<file path="src/rtl/tmr_pkg.sv">
package tmr_pkg;

    // Register offsets (byte addresses, 8-byte aligned)
    localparam int OFS_CAP         = 'h000;
    localparam int OFS_CFG         = 'h010;
    localparam int OFS_STS         = 'h020;
    localparam int OFS_CNT         = 'h0F0;
    localparam int OFS_CHN         = 'h100;
    localparam int CHN_STRIDE_LOG2 = 5;

    localparam int CFG_RUN_BIT     = 0;
    localparam int CFG_LEGACY_BIT  = 1;
    localparam int CAP_REVISION    = 1;

    typedef enum logic [2:0] {
        RG_NONE,
        RG_CAP,
        RG_CFG,
        RG_STS,
        RG_CNT,
        RG_CHN
    } reg_sel_e;

    typedef enum logic [1:0] {
        CH_CFG = 2'd0,
        CH_CMP = 2'd1,
        CH_MSG = 2'd2,
        CH_RSV = 2'd3
    } chn_sub_e;

    // Constant capability word
    function automatic logic [63:0] cap_word(input int nch, input logic [15:0] vendor,
                                             input int tick_log2);
        logic [63:0] period;
        logic [63:0] w;
        period     = 64'd1_000_000_000_000_000 >> tick_log2;
        w          = '0;
        w[7:0]     = 8'(CAP_REVISION);
        w[12:8]    = 5'(nch - 1);
        w[13]      = 1'b0;
        w[31:16]   = vendor;
        w[63:32]   = period[31:0];
        return w;
    endfunction

endpackage

</file>
<file path="src/rtl/tmr_acc_decode.sv">
module tmr_acc_decode
    import tmr_pkg::*;
#(
    parameter int ADDR_W = 12,
    parameter int NCH    = 8,
    parameter int IDX_W  = 3
) (
    input  logic              valid_i,
    input  logic [ADDR_W-1:0] addr_i,
    input  logic [3:0]        size_i,
    input  logic [63:0]       wdata_i,
    output logic              ok_o,
    output reg_sel_e          sel_o,
    output logic [IDX_W-1:0]  idx_o,
    output logic [1:0]        sub_o,
    output logic              wide_o,
    output logic              hi_o,
    output logic [63:0]       mask_o,
    output logic [63:0]       data_o
);
    localparam int WORD_W = ADDR_W - 3;
    localparam int SLOT_W = ADDR_W - CHN_STRIDE_LOG2;

    logic [WORD_W-1:0] word;
    logic [WORD_W-1:0] relw;
    logic [SLOT_W-1:0] slot;
    logic              size_ok;
    logic              align_ok;
    logic              in_chn;

    always_comb begin
        wide_o   = (size_i == 4'd8);
        size_ok  = wide_o || (size_i == 4'd4);
        align_ok = wide_o ? (addr_i[2:0] == 3'b000) : (addr_i[1:0] == 2'b00);
        ok_o     = valid_i && size_ok && align_ok;
        hi_o     = !wide_o && addr_i[2];

        if (wide_o) begin
            mask_o = '1;
            data_o = wdata_i;
        end else if (hi_o) begin
            mask_o = {32'hFFFF_FFFF, 32'h0};
            data_o = {wdata_i[31:0], 32'h0};
        end else begin
            mask_o = {32'h0, 32'hFFFF_FFFF};
            data_o = {32'h0, wdata_i[31:0]};
        end

        word   = addr_i[ADDR_W-1:3];
        relw   = word - WORD_W'(OFS_CHN >> 3);
        slot   = relw[WORD_W-1:2];
        sub_o  = relw[1:0];
        idx_o  = slot[IDX_W-1:0];
        in_chn = (word >= WORD_W'(OFS_CHN >> 3)) && (slot < SLOT_W'(NCH))
                 && (relw[1:0] != CH_RSV);

        sel_o = RG_NONE;
        if (ok_o) begin
            if (word == WORD_W'(OFS_CAP >> 3))      sel_o = RG_CAP;
            else if (word == WORD_W'(OFS_CFG >> 3)) sel_o = RG_CFG;
            else if (word == WORD_W'(OFS_STS >> 3)) sel_o = RG_STS;
            else if (word == WORD_W'(OFS_CNT >> 3)) sel_o = RG_CNT;
            else if (in_chn)                        sel_o = RG_CHN;
        end
    end
endmodule

</file>
<file path="src/rtl/tmr_main_count.sv">
module tmr_main_count #(
    parameter int CNT_W = 32
) (
    input  logic             clk,
    input  logic             rst_n,
    input  logic             run_q_i,
    input  logic             run_d_i,
    input  logic             wr_i,
    input  logic [CNT_W-1:0] wdata_i,
    input  logic [CNT_W-1:0] wmask_i,
    output logic [CNT_W-1:0] cnt_o,
    output logic             resched_o
);
    typedef struct packed {
        logic [CNT_W-1:0] cnt;
        logic             resched;
    } cnt_st_t;

    cnt_st_t st_q, st_d;

    always_comb begin
        st_d         = st_q;
        st_d.resched = 1'b0;
        if (wr_i) begin
            // zero-extended counter merged with the lanes written
            st_d.cnt     = (st_q.cnt & ~wmask_i) | (wdata_i & wmask_i);
            st_d.resched = run_q_i;
        end else if (run_q_i) begin
            st_d.cnt = st_q.cnt + 1'b1;
        end
        if (!run_q_i && run_d_i) begin
            st_d.resched = 1'b1;
        end
    end

    always_ff @(posedge clk or negedge rst_n) begin
        if (!rst_n) st_q <= '0;
        else        st_q <= st_d;
    end

    assign cnt_o     = st_q.cnt;
    assign resched_o = st_q.resched;
endmodule

</file>
<file path="src/rtl/tmr_status_bank.sv">
module tmr_status_bank #(
    parameter int NCH = 8
) (
    input  logic           clk,
    input  logic           rst_n,
    input  logic           wr_i,
    input  logic [NCH-1:0] wdata_i,
    input  logic [NCH-1:0] fire_i,
    output logic [NCH-1:0] stat_o,
    output logic [NCH-1:0] clr_o
);
    typedef struct packed {
        logic [NCH-1:0] stat;
    } sts_st_t;

    sts_st_t st_q, st_d;

    for (genvar n = 0; n < NCH; n++) begin : g_chn
        assign clr_o[n] = wr_i && wdata_i[n] && st_q.stat[n];
    end

    always_comb begin
        st_d      = st_q;
        st_d.stat = (st_q.stat & ~clr_o) | fire_i;
    end

    always_ff @(posedge clk or negedge rst_n) begin
        if (!rst_n) st_q <= '0;
        else        st_q <= st_d;
    end

    assign stat_o = st_q.stat;
endmodule

</file>
<file path="src/rtl/tmr_route_mask.sv">
module tmr_route_mask #(
    parameter int PIN_W   = 7,
    parameter int WIDE_AT = 32,
    parameter int FEW_AT  = 20
) (
    input  logic [PIN_W-1:0] pins_i,
    output logic [31:0]      mask_o
);
    always_comb begin
        if (pins_i >= PIN_W'(WIDE_AT))
            mask_o = 32'hFF00_0000;
        else if (pins_i >= PIN_W'(FEW_AT))
            mask_o = 32'hF << (pins_i - PIN_W'(4));
        else
            mask_o = 32'h0;
    end
endmodule

</file>
<file path="src/rtl/tmr_regfront.sv">
module tmr_regfront
    import tmr_pkg::*;
#(
    parameter int          NCH       = 8,
    parameter int          ADDR_W    = 12,
    parameter int          PIN_W     = 7,
    parameter int          TICK_LOG2 = 24,
    parameter logic [15:0] VENDOR_ID = 16'h1D0F,
    parameter int          IDX_W     = (NCH > 1) ? $clog2(NCH) : 1
) (
    input  logic              clk,
    input  logic              rst_n,
    input  logic              req_valid_i,
    input  logic              req_write_i,
    input  logic [ADDR_W-1:0] req_addr_i,
    input  logic [3:0]        req_size_i,
    input  logic [63:0]       req_wdata_i,
    output logic              rsp_valid_o,
    output logic [63:0]       rsp_rdata_o,
    input  logic [PIN_W-1:0]  ctl_pins_i,
    output logic [31:0]       route_mask_o,
    output logic [31:0]       cnt_o,
    output logic              cnt_en_o,
    output logic              resched_o,
    input  logic [NCH-1:0]    chn_fire_i,
    output logic [NCH-1:0]    irq_stat_o,
    output logic [NCH-1:0]    chn_clr_o,
    output logic              chn_wr_o,
    output logic              chn_rd_o,
    output logic [IDX_W-1:0]  chn_idx_o,
    output logic [1:0]        chn_sub_o,
    output logic [63:0]       chn_wdata_o,
    output logic [63:0]       chn_wmask_o,
    input  logic [63:0]       chn_rdata_i
);
    localparam int          CNT_W   = 32;
    localparam logic [63:0] CAP_VAL = cap_word(NCH, VENDOR_ID, TICK_LOG2);

    typedef struct packed {
        logic [63:0] cfg;
        logic        rsp_valid;
        logic [63:0] rsp_data;
    } front_st_t;

    front_st_t st_q, st_d;

    logic        acc_ok;
    reg_sel_e    sel;
    logic        wide;
    logic        lane_hi;
    logic [63:0] lane_mask;
    logic [63:0] lane_data;
    logic        is_rd;
    logic        is_wr;
    logic [63:0] rd_word;

    tmr_acc_decode #(
        .ADDR_W (ADDR_W),
        .NCH    (NCH),
        .IDX_W  (IDX_W)
    ) dec_i (
        .valid_i (req_valid_i),
        .addr_i  (req_addr_i),
        .size_i  (req_size_i),
        .wdata_i (req_wdata_i),
        .ok_o    (acc_ok),
        .sel_o   (sel),
        .idx_o   (chn_idx_o),
        .sub_o   (chn_sub_o),
        .wide_o  (wide),
        .hi_o    (lane_hi),
        .mask_o  (lane_mask),
        .data_o  (lane_data)
    );

    assign is_rd = acc_ok && !req_write_i;
    assign is_wr = acc_ok && req_write_i;

    tmr_main_count #(
        .CNT_W (CNT_W)
    ) cnt_i (
        .clk       (clk),
        .rst_n     (rst_n),
        .run_q_i   (st_q.cfg[CFG_RUN_BIT]),
        .run_d_i   (st_d.cfg[CFG_RUN_BIT]),
        .wr_i      (is_wr && sel == RG_CNT),
        .wdata_i   (lane_data[CNT_W-1:0]),
        .wmask_i   (lane_mask[CNT_W-1:0]),
        .cnt_o     (cnt_o),
        .resched_o (resched_o)
    );

    tmr_status_bank #(
        .NCH (NCH)
    ) sts_i (
        .clk     (clk),
        .rst_n   (rst_n),
        .wr_i    (is_wr && sel == RG_STS),
        .wdata_i (lane_data[NCH-1:0] & lane_mask[NCH-1:0]),
        .fire_i  (chn_fire_i),
        .stat_o  (irq_stat_o),
        .clr_o   (chn_clr_o)
    );

    tmr_route_mask #(
        .PIN_W (PIN_W)
    ) rmask_i (
        .pins_i (ctl_pins_i),
        .mask_o (route_mask_o)
    );

    assign chn_wr_o    = is_wr && sel == RG_CHN;
    assign chn_rd_o    = is_rd && sel == RG_CHN;
    assign chn_wdata_o = lane_data;
    assign chn_wmask_o = lane_mask;

    always_comb begin
        case (sel)
            RG_CAP:  rd_word = CAP_VAL;
            RG_CFG:  rd_word = st_q.cfg;
            RG_STS:  rd_word = {{(64-NCH){1'b0}}, irq_stat_o};
            RG_CNT:  rd_word = {{(64-CNT_W){1'b0}}, cnt_o};
            RG_CHN:  rd_word = chn_rdata_i;
            default: rd_word = 64'h0;
        endcase
    end

    always_comb begin
        st_d           = st_q;
        st_d.rsp_valid = req_valid_i && !req_write_i;
        st_d.rsp_data  = 64'h0;
        if (is_rd) begin
            if (wide)         st_d.rsp_data = rd_word;
            else if (lane_hi) st_d.rsp_data = {32'h0, rd_word[63:32]};
            else              st_d.rsp_data = {32'h0, rd_word[31:0]};
        end
        if (is_wr && sel == RG_CFG) begin
            st_d.cfg = (st_q.cfg & ~lane_mask) | (lane_data & lane_mask);
        end
        st_d.cfg[CFG_LEGACY_BIT] = 1'b0;
    end

    always_ff @(posedge clk or negedge rst_n) begin
        if (!rst_n) st_q <= '0;
        else        st_q <= st_d;
    end

    assign rsp_valid_o = st_q.rsp_valid;
    assign rsp_rdata_o = st_q.rsp_data;
    assign cnt_en_o    = st_q.cfg[CFG_RUN_BIT];
endmodule

</file>
<file path="config.mk">
export PLATFORM = sky130hd
export DESIGN_NAME = tmr_regfront
export DESIGN_NICKNAME = d
export VERILOG_FILES = /design/src/rtl/tmr_pkg.sv /design/src/rtl/tmr_acc_decode.sv /design/src/rtl/tmr_main_count.sv /design/src/rtl/tmr_status_bank.sv /design/src/rtl/tmr_route_mask.sv /design/src/rtl/tmr_regfront.sv
export SDC_FILE = /design/constraint.sdc
export NUM_CORES = 1
export LEC_CHECK = 0
export ABC_AREA = 0
export BUFFER_PORTS_ARGS = -buffer_cell sky130_fd_sc_hd__buf_2
export CORE_AREA = 4 4 170 172
export CTS_BUF_LIST = sky130_fd_sc_hd__clkbuf_4 sky130_fd_sc_hd__clkbuf_8
export DETAILED_ROUTE_END_ITERATION = 10
export DIE_AREA = 0 0 174 176
export PLACE_DENSITY = 0.79
export RECOVER_POWER = 100
export SYNTH_ARGS = -nofsm -noshare
export SYNTH_HDL_FRONTEND = slang
export SYNTH_SLANG_ARGS = --single-unit
export TNS_END_PERCENT = 5
</file>
<file path="constraint.sdc">
create_clock -name clk -period 2.4 [get_ports clk]
set_input_delay 0.24 -clock clk [delete_from_list [all_inputs] [get_ports clk]]
set_output_delay 0.24 -clock clk [all_outputs]
set_load 0.005 [all_outputs]
</file>
==> impl_metrics.json, run 1 <==
{
  "status": "complete, but fails checks",
  "violations": "max-capacitance violations, max-slew violations",
  "clkSinkCount": 169,
  "dp.cells": 1819,
  "instances_no_fill": 1862,
  "synth_warnings": 0,
  "grt_pass1_vias": 10200,
  "antenna_found_initial": 8,
  "firstDrtPassIters": 5,
  "synth-seq-cells": 169,
  "hold_class": "input port to flop",
  "dieArea_mm2": 0.0306,
  "irDropWorstVdd_v": 0.000241,
  "vias_per_cell": 5.62,
  "max_freq_mhz": 426,
  "place_hpwl_mm": 34.3,
  "drtIter0Drc": 978,
  "die_x_um": 174,
  "fillers": 2729,
  "p_per_area_mw_per_mm2": 447,
  "grt_usage": 0.267,
  "synth_mux_area_frac": 0.0824,
  "cp-end-kind": "primary output",
  "synth_edf_count": 0,
  "maxSlewHeadroom": -0.107,
  "syn-num-nets": 1289,
  "syn_to_final_growth_pct": 25.5,
  "coreArea_mm2": 0.0275,
  "yosysUniqueCellTypes": 66,
  "arrival_ns": 2.11,
  "startpoint": "req_size_i[1]",
  "fin_crit_ns": 2.35,
  "synth_xor_area_frac": 0.00432,
  "ios": 445,
  "grt_max_degree": 61,
  "post_cts_buffers": 0,
  "htree_num_levels": 4,
  "numCtsBuffers": 17,
  "required_ns": 2.16,
  "drt_wl_total_mm": 43.3,
  "async_reset_ff_frac": 1.00,
  "worst-slew-pin-transition_ns": 1.66,
  "wl_per_cell_um": 23.3,
  "place_ws_ns": -0.109,
  "rrSetupSlack_ns": 0.23,
  "path_clk_slew_ns": 0.11,
  "avgSynthCellArea_um2": 9.04,
  "start_util": 0.369,
  "drv_slew": 60,
  "nets": 1669,
  "portBuffers": 444,
  "gp_congestion": 0.927,
  "cap_violations": 1,
  "crit_fanout": 37,
  "synth_cells": 1122,
  "setup_viol": 0,
  "timing.final.ws_setup_ns": 0.0523,
  "synth.cell_area_mm2": 0.0101,
  "hp-start": "req_wdata_i[31]",
  "crit_path_start_kind": "input port",
  "cts_tree": "done",
  "drive_gt1_frac": 0.349,
  "grt_pass1_wl_mm": 62.8,
  "power.total_mw": 5.69,
  "p_leak_nw": 6.17,
  "seq_area_frac_synth": 0.417,
  "cts_max_path_buffers": 2,
  "overflow": 0,
  "finalHoldViolations": 0,
  "synth_compound_area_frac": 0.159,
  "crit_type": "input port to primary output",
  "yosys.area_share.simple": 0.203,
  "rsz0062_at_grt": "yes",
  "synth_top_family_by_area": "simple AND/OR/NAND/NOR gates",
  "synthAdderAreaFrac": 0.00493,
  "drc": 0,
  "die_h_um": 176,
  "clock_tree.root_cell": "clkbuf_8",
  "finalCritPeriodShare": 0.978,
  "detail-route-antenna-nets": 0,
  "clock_latency_ns": 0.49,
  "fin_skew_ns": 0.0214,
  "synth_flop_cell": "dfrtp_1",
  "num_rows": 61,
  "vias": 10500
}
-- path summary, 6_finish.rpt --
kind	endpoint	cells past startpoint
max in group asynchronous	rsp_rdata_o[29]$_DFF_PN0_	3
setup reg to reg	flop	7
min in group asynchronous	rsp_rdata_o[62]$_DFF_PN0_	2
setup / recovery	chn_wdata_o[31]	7
hold reg to reg	flop	2
hold / removal	flop	2
-- stage by stage --
stage	setup TNS (ns)	area (um2)	util	hold WS (ns)
final	0	12700	0.463	0.0329
after global routing	-0.000352	12700	0.463	0.0322
after CTS	0	13000	0.474	0.0129
after detailed placement	-0.514	12500	0.455	0.259
after global placement	-0.467	12500	0.455	0.252
after floorplan	-3.10	10100	-	-0.0556
-- synthesized netlist by cell type (6+ instances only) --
master | instances | area, um2
a221oi_1 | 11 | 96.3
a22oi_1 | 17 | 128
nor3_1 | 31 | 155
and2_1 | 34 | 213
buf_2 | 15 | 75.1
o31ai_1 | 6 | 45.0
buf_4 | 131 | 983
mux2_1 | 9 | 101
nor2_1 | 92 | 345
or3_1 | 7 | 43.8
nand4_1 | 14 | 87.6
buf_1 | 9 | 33.8
a211oi_1 | 17 | 128
mux2_2 | 59 | 664
nor2b_1 | 11 | 68.8
a21oi_1 | 46 | 230
a222oi_1 | 6 | 60.1
o22ai_1 | 21 | 131
o21ai_0 | 32 | 160
dfrtp_1 | 169 | 4230
nand2_1 | 144 | 541
inv_1 | 13 | 48.8
a311oi_1 | 9 | 78.8
clkbuf_1 | 40 | 150
a32o_1 | 6 | 60.1
mux2i_1 | 7 | 70.1
a21o_1 | 13 | 97.6
nand3_1 | 55 | 275
and3_1 | 14 | 87.6
-- layer usage --
layer  track usage  vias to the layer above  part of all wire
met5             0                        -            0.0011
met1         0.343                     5092              0.40
met2         0.443                      635              0.48
li1              -                     4634                 -
met4        0.0871                        8             0.031
met3        0.0711                       90             0.092
-- what timing repair did --
action / 4_1_cts / 5_1_grt
setup endpoints to repair: 0 / 19
hold buffers: 10 / 0
gates resized for setup: 0 / 9
endpoints found under the hold margin: 65 / 0
-- critical path, cell delays in order --
cell,delay [ns]
clkbuf_1,0.12
or4b_1,0.60
and2_4,0.25
inv_2,0.13
clkbuf_4,0.37
and2_1,0.23
buf_2,0.14
-- cells by family (layout without fill, tap and decap cells) --
group / Yosys count / in the layout
fa+ha+maj: 4 / 4
xor+xnor: 5 / 5
flops: 169 / 169
simple gates: 432 / 432
compound gates: 226 / 226
other cells: 0 / 1
mux: 75 / 75
buf+inv: 211 / 604
-- cells in the final DEF, fill, tap and decap left out, types with 11 or more instances in the layout --
cell      synthesis  final
nor3_1           31     30
and2_1           34     31
a22oi_1          17     17
o22ai_1          21     21
o21ai_0          32     31
and3_1           14     14
nand3_1          55     55
inv_1            13     12
dfrtp_1         169    169
mux2_2           59     59
a221oi_1         11     11
nand4_1          14     14
a21oi_1          46     46
nor2_1           92     91
clkbuf_1         40    137
buf_2            15    326
clkbuf_2          0     11
buf_4           131     60
a211oi_1         17     17
clkbuf_8          0     17
a21o_1           13     13
nand2_1         144    144
-- final cells by class --
type	instances	area, um2	share of cell area
diodes	1	2.50	0.000197
clock inverters	15	173	0.0136
repair buffers	558	2970	0.233
clock buffers	17	234	0.0184
inverters	14	52.6	0.00413
flip-flops and latches	169	4230	0.332
multi-input cells	742	4640	0.364
well taps	346	433	0.0340
-- where the power goes --
group          internal, mW  total [mW]  leakage (nW)  switching (mW)
combinational         0.293       0.773          3.73           0.480
sequential             2.85        2.85          2.24        0.000600
clock                 0.793        2.07         0.202            1.28
(Power assumes the default switching activity.)
==> run 2: changes to the inputs <==
- clock period: 2.4 -> 2 ns (I/O delays scaled with it)
==> run 2 against run 1 <==
The run ends with negative setup slack left. Routed wire length is 3.1% higher. Sequential power is 20% higher. First-iteration DRC count is 38% higher. Total power is 23% higher. Clock power is 25% higher. Worst hold slack worse by 0.012 ns. Critical endpoint is now chn_wdata_o[46]. Largest power group unchanged.
==> impl_metrics.json, run 2 (same netlist as run 1, synthesis figures left out) <==
{
  "required_ns": 1.80,
  "crit_type": "input port to primary output",
  "p_leak_nw": 6.81,
  "drv_slew": 0,
  "fin_crit_ns": 2.08,
  "drt_wl_total_mm": 44.7,
  "final_core_util": 0.499,
  "seq_power_share": 0.486,
  "antenna_found_initial": 8,
  "final_common_cell": "buf_2",
  "nets": 1772,
  "place_hpwl_mm": 35.3,
  "firstDrtPassIters": 8,
  "grt_pass1_wl_mm": 65.3,
  "overflow": 0,
  "syn_to_final_growth_pct": 35.0,
  "p_comb_frac": 0.145,
  "arrival_ns": 1.88,
  "hold_class": "input port to flop",
  "fillers": 2651,
  "vias": 11000,
  "numCtsBuffers": 17,
  "internal_power_mw": 4.92,
  "crit_fanout": 25,
  "p_switching_mw": 2.11,
  "vias_per_cell": 5.58,
  "max_freq_mhz": 480,
  "drtIter0Drc": 1349,
  "cp-end-kind": "primary output",
  "die_h_um": 176,
  "grt_pass1_vias": 10500,
  "grt_usage": 0.277,
  "htree_num_levels": 4,
  "reg2reg_depth": 9,
  "cts_max_path_buffers": 2,
  "setup_viol": 80,
  "portBuffers": 444,
  "worst-slew-pin-transition_ns": 1.29,
  "min_path_cells": 2,
  "place_ws_ns": -0.616,
  "drc": 0,
  "crit_path_start_kind": "input port",
  "p_per_area_mw_per_mm2": 513,
  "gp_congestion": 0.948,
  "cap_violations": 0,
  "wl_per_cell_um": 22.7,
  "fin_skew_ns": 0.0287,
  "final_area_mm2": 0.0137,
  "dieArea_mm2": 0.0306,
  "rsz0062_at_grt": "yes",
  "power.total_mw": 7.03,
  "die_x_um": 174,
  "drive_gt1_frac": 0.425,
  "coreArea_mm2": 0.0275,
  "final_cell_mix": "374 x buf_2, 169 x dfrtp_1, 144 x nand2_1",
  "hold_slack_ns": 0.0208,
  "dpl_cell_area_mm2": 0.0132,
  "clock_tree.root_cell": "clkbuf_8",
  "maxSlewHeadroom": 0.142,
  "ios": 445,
  "clkSinkCount": 169,
  "finalHoldViolations": 0,
  "path_clk_slew_ns": 0.12,
  "sw_frac_of_total": 0.300,
  "status": "complete, but fails checks",
  "power_frac_clock": 0.369,
  "clock_latency_ns": 0.49,
  "cts_tree": "done",
  "detail-route-antenna-nets": 0,
  "irDropWorstVdd_v": 0.000361,
  "violations": "negative setup slack",
  "num_rows": 61,
  "start_util": 0.369,
  "grt_max_degree": 67,
  "timing.final.ws_setup_ns": -0.0840,
  "finalCritPeriodShare": 1.04
}
run 2: repair_timing:
action / 4_1_cts / 5_1_grt
hold buffers: 14 / 0
cloned: 1 / 0
endpoints found under the hold margin: 150 / 0
resized for setup: 25 / 20
pin swaps: 3 / 6
buffers inserted: 5 / 3
endpoints found under the setup margin: 80 / 51
run 2: power groups by stage:
stage	Combinational, mW	Clock [mW]	Sequential [mW]
floorplan	0.405	0	3.48
global placement	0.969	0	3.48
detailed placement	0.977	0	3.48
CTS	1.02	2.60	3.42
global route	1.10	2.75	3.42
finish	1.02	2.59	3.42
run 2: area by class of cell:
type,instances,area [um2],area share
Antenna cell,4,10.0,0.000731
Multi-Input combinational cell,742,4790,0.350
Clock inverter,14,180,0.0131
Tap cell,346,433,0.0316
Clock buffer,18,241,0.0176
Inverter,14,56.3,0.00411
Timing Repair Buffer,661,3760,0.274
Sequential cell,169,4230,0.309
run 2: path summary, 6_finish.rpt:
kind / slack (ns) / endpoint / from
max: -0.08 / chn_wdata_o[46] / req_size_i[0]
min: 0.02 / flop / req_wdata_i[25]
max reg2reg: 0.05 / flop / flop
min reg2reg: 0.50 / flop / flop
max in group asynchronous: 0.33 / async pin / rst_n
min in group asynchronous: 0.15 / rsp_valid_o$_DFF_PN0_ / rst_n
run 2: metrics by stage:
stage                     std cells  setup TNS (ns)
final                          1968           -2.72
after global routing           1967           -8.71
after CTS                      1961          -0.194
after detailed placement       1909          -34.20
after global placement         1909          -22.53
after floorplan                1122           -2.37
run 2: critical path, stage by stage:
cell and delay, ns:
buf_6 0.09, or4b_4 0.57, clkbuf_2 0.22, clkbuf_4 0.30, nand3_1 0.23, nand2_1 0.11, buf_2 0.15
run 2: layer usage:
layer,GRT usage,up-vias,share of wire
met5,0,-,0.00092
met4,0.0927,6,0.032
met3,0.0582,111,0.099
met2,0.442,742,0.47
met1,0.378,5288,0.40
li1,-,4835,-
==> run 3: changes to the inputs <==
- SETUP_SLACK_MARGIN: not set -> 0.02
==> run 3 against run 2 <==
The run still ends with negative setup slack left. Critical path depth up 2. Total power up 0.90%. Combinational power about the same. Worst hold slack better by 0.010 ns. Routed wire length up 1.1%. Worst setup slack worse by 0.041 ns. Fmax down 1.9%.
==> impl_metrics.json, run 3 (same netlist as run 1, synthesis figures left out) <==
{
  "status": "complete, but fails checks",
  "violations": "negative setup slack",
  "instances_no_fill": 1956,
  "numCtsBuffers": 17,
  "drt_wl_total_mm": 45.2,
  "drv_slew": 0,
  "cts_max_path_buffers": 2,
  "ios": 445,
  "p_leak_nw": 6.77,
  "die_x_um": 174,
  "crit_path_start_kind": "input port",
  "fin_skew_ns": 0.0215,
  "finalCritPeriodShare": 1.06,
  "grt_max_degree": 50,
  "portBuffers": 444,
  "detail-route-antenna-nets": 0,
  "final_cell_mix": "348 x buf_2, 169 x dfrtp_1, 144 x nand2_1",
  "fillers": 2600,
  "path_cells": "clkbuf_1, nor4_4, buf_4, o211ai_1, nor2_1, and4_4, clkbuf_16, and3_1, buf_2",
  "clock_tree.root_cell": "clkbuf_8",
  "fin_crit_ns": 2.12,
  "die_h_um": 176,
  "firstDrtPassIters": 6,
  "drc": 0,
  "path_clk_slew_ns": 0.10,
  "num_rows": 61,
  "crit_fanout": 6,
  "worst-slew-pin-transition_ns": 1.29,
  "fin_setup_tns_ns": -2.64,
  "clkSinkCount": 169,
  "grt_usage": 0.277,
  "gp_congestion": 0.949,
  "crit_buf_inv": 4,
  "wl_per_cell_um": 23.1,
  "drive_gt1_frac": 0.416,
  "required_ns": 1.80,
  "arrival_ns": 1.92,
  "hold_class": "input port to flop",
  "start_util": 0.369,
  "rsz0062_at_grt": "yes",
  "timing.final.ws_setup_ns": -0.125,
  "max_freq_mhz": 471,
  "p_per_area_mw_per_mm2": 516,
  "overflow": 0,
  "dpl_cell_area_mm2": 0.0131,
  "maxSlewHeadroom": 0.140,
  "final_common_cell": "buf_2",
  "vias_per_cell": 5.69,
  "setup_viol": 85,
  "final_area_mm2": 0.0137,
  "syn_to_final_growth_pct": 35.4,
  "dieArea_mm2": 0.0306,
  "dp.cells": 1892,
  "drtIter0Drc": 1193,
  "coreArea_mm2": 0.0275,
  "antenna_found_initial": 8,
  "grt_pass1_wl_mm": 65.5,
  "cp-end-kind": "primary output",
  "htree_num_levels": 4,
  "cts_tree": "done",
  "irDropWorstVdd_v": 0.000386,
  "critical-path-top-delay-family": "simple AND/OR/NAND/NOR gates",
  "clock_latency_ns": 0.49,
  "cap_violations": 0,
  "vias": 11100,
  "max_stage_delay_ns": 0.34,
  "finalHoldViolations": 0,
  "grt_pass1_vias": 10500,
  "nets": 1760,
  "crit_type": "input port to primary output",
  "place_hpwl_mm": 35.3,
  "power.total_mw": 7.09,
  "hold_slack_ns": 0.0311,
  "cp_slowest_cell": "nor4_4"
}
## run 3: cell count changes in the layout (fill, tap and decap cells not counted), sizes merged
cell	before	now
buf	522	494
clkbuf	143	155
dlygate4sd3	14	17
clkinv	7	9
bufinv	1	0
clkinvlp	1	0
inv	19	20
## run 3: routing by layer
metal | up-vias | wire [um] | GRT usage
met5 | - | 41 | 0
met4 | 6 | 1520 | 0.0881
met3 | 119 | 4270 | 0.0589
met2 | 770 | 21300 | 0.454
met1 | 5386 | 18000 | 0.370
li1 | 4840 | - | -
## run 3: layout make-up
cell class	count	area (um2)	area share
diodes	4	10.0	0.000729
clock buffers	17	234	0.0170
clock inverters	15	211	0.0154
inverters	14	58.8	0.00428
multi-input cells	742	4840	0.352
flip-flops and latches	169	4230	0.308
well taps	346	433	0.0315
repair buffers	649	3720	0.271
## run 3: worst paths after layout
check / slack, ns / depth (start not counted) / startpoint / end
max: -0.12 / 9 / req_addr_i[0] / chn_clr_o[1]
max reg2reg: -0.01 / 6 / flop / flop
min reg2reg: 0.50 / 2 / flop / flop
min in group asynchronous: 0.54 / 2 / rst_n / rsp_rdata_o[42]$_DFF_PN0_
min: 0.03 / 3 / chn_rdata_i[38] / rsp_rdata_o[38]$_DFF_PN0_
max in group asynchronous: 0.27 / 3 / rst_n / async pin
## run 3: timing repair
| action | CTS | global route |
|---|---|---|
| pin swaps | 4 | 8 |
| gates cloned | 0 | 1 |
| endpoints found under the hold margin | 62 | 0 |
| buffers inserted | 3 | 8 |
| hold buffers | 17 | 0 |
| resized for setup | 33 | 38 |
| setup endpoints to repair | 71 | 100 |
## run 3: worst register-to-register path, stage by stage, from the launching register on
cell      delay (ns)
dfrtp_1         0.37
nand4_1         0.24
or4_1           0.54
a31oi_2         0.37
nand3_1         0.16
nand3_1         0.10
o211ai_1        0.10
## run 3: power breakdown
group / switching, mW / internal [mW] / total [mW]
clock network: 1.65 / 1.00 / 2.65
logic: 0.608 / 0.416 / 1.02
registers: 0.000711 / 3.42 / 3.42
## run 3: stage by stage
stage,worst slack [ns],util
floorplan,-0.127,-
global placement,-0.407,0.478
detailed placement,-0.429,0.478
CTS,-0.0326,0.506
global route,-0.122,0.500
finish,-0.125,0.500
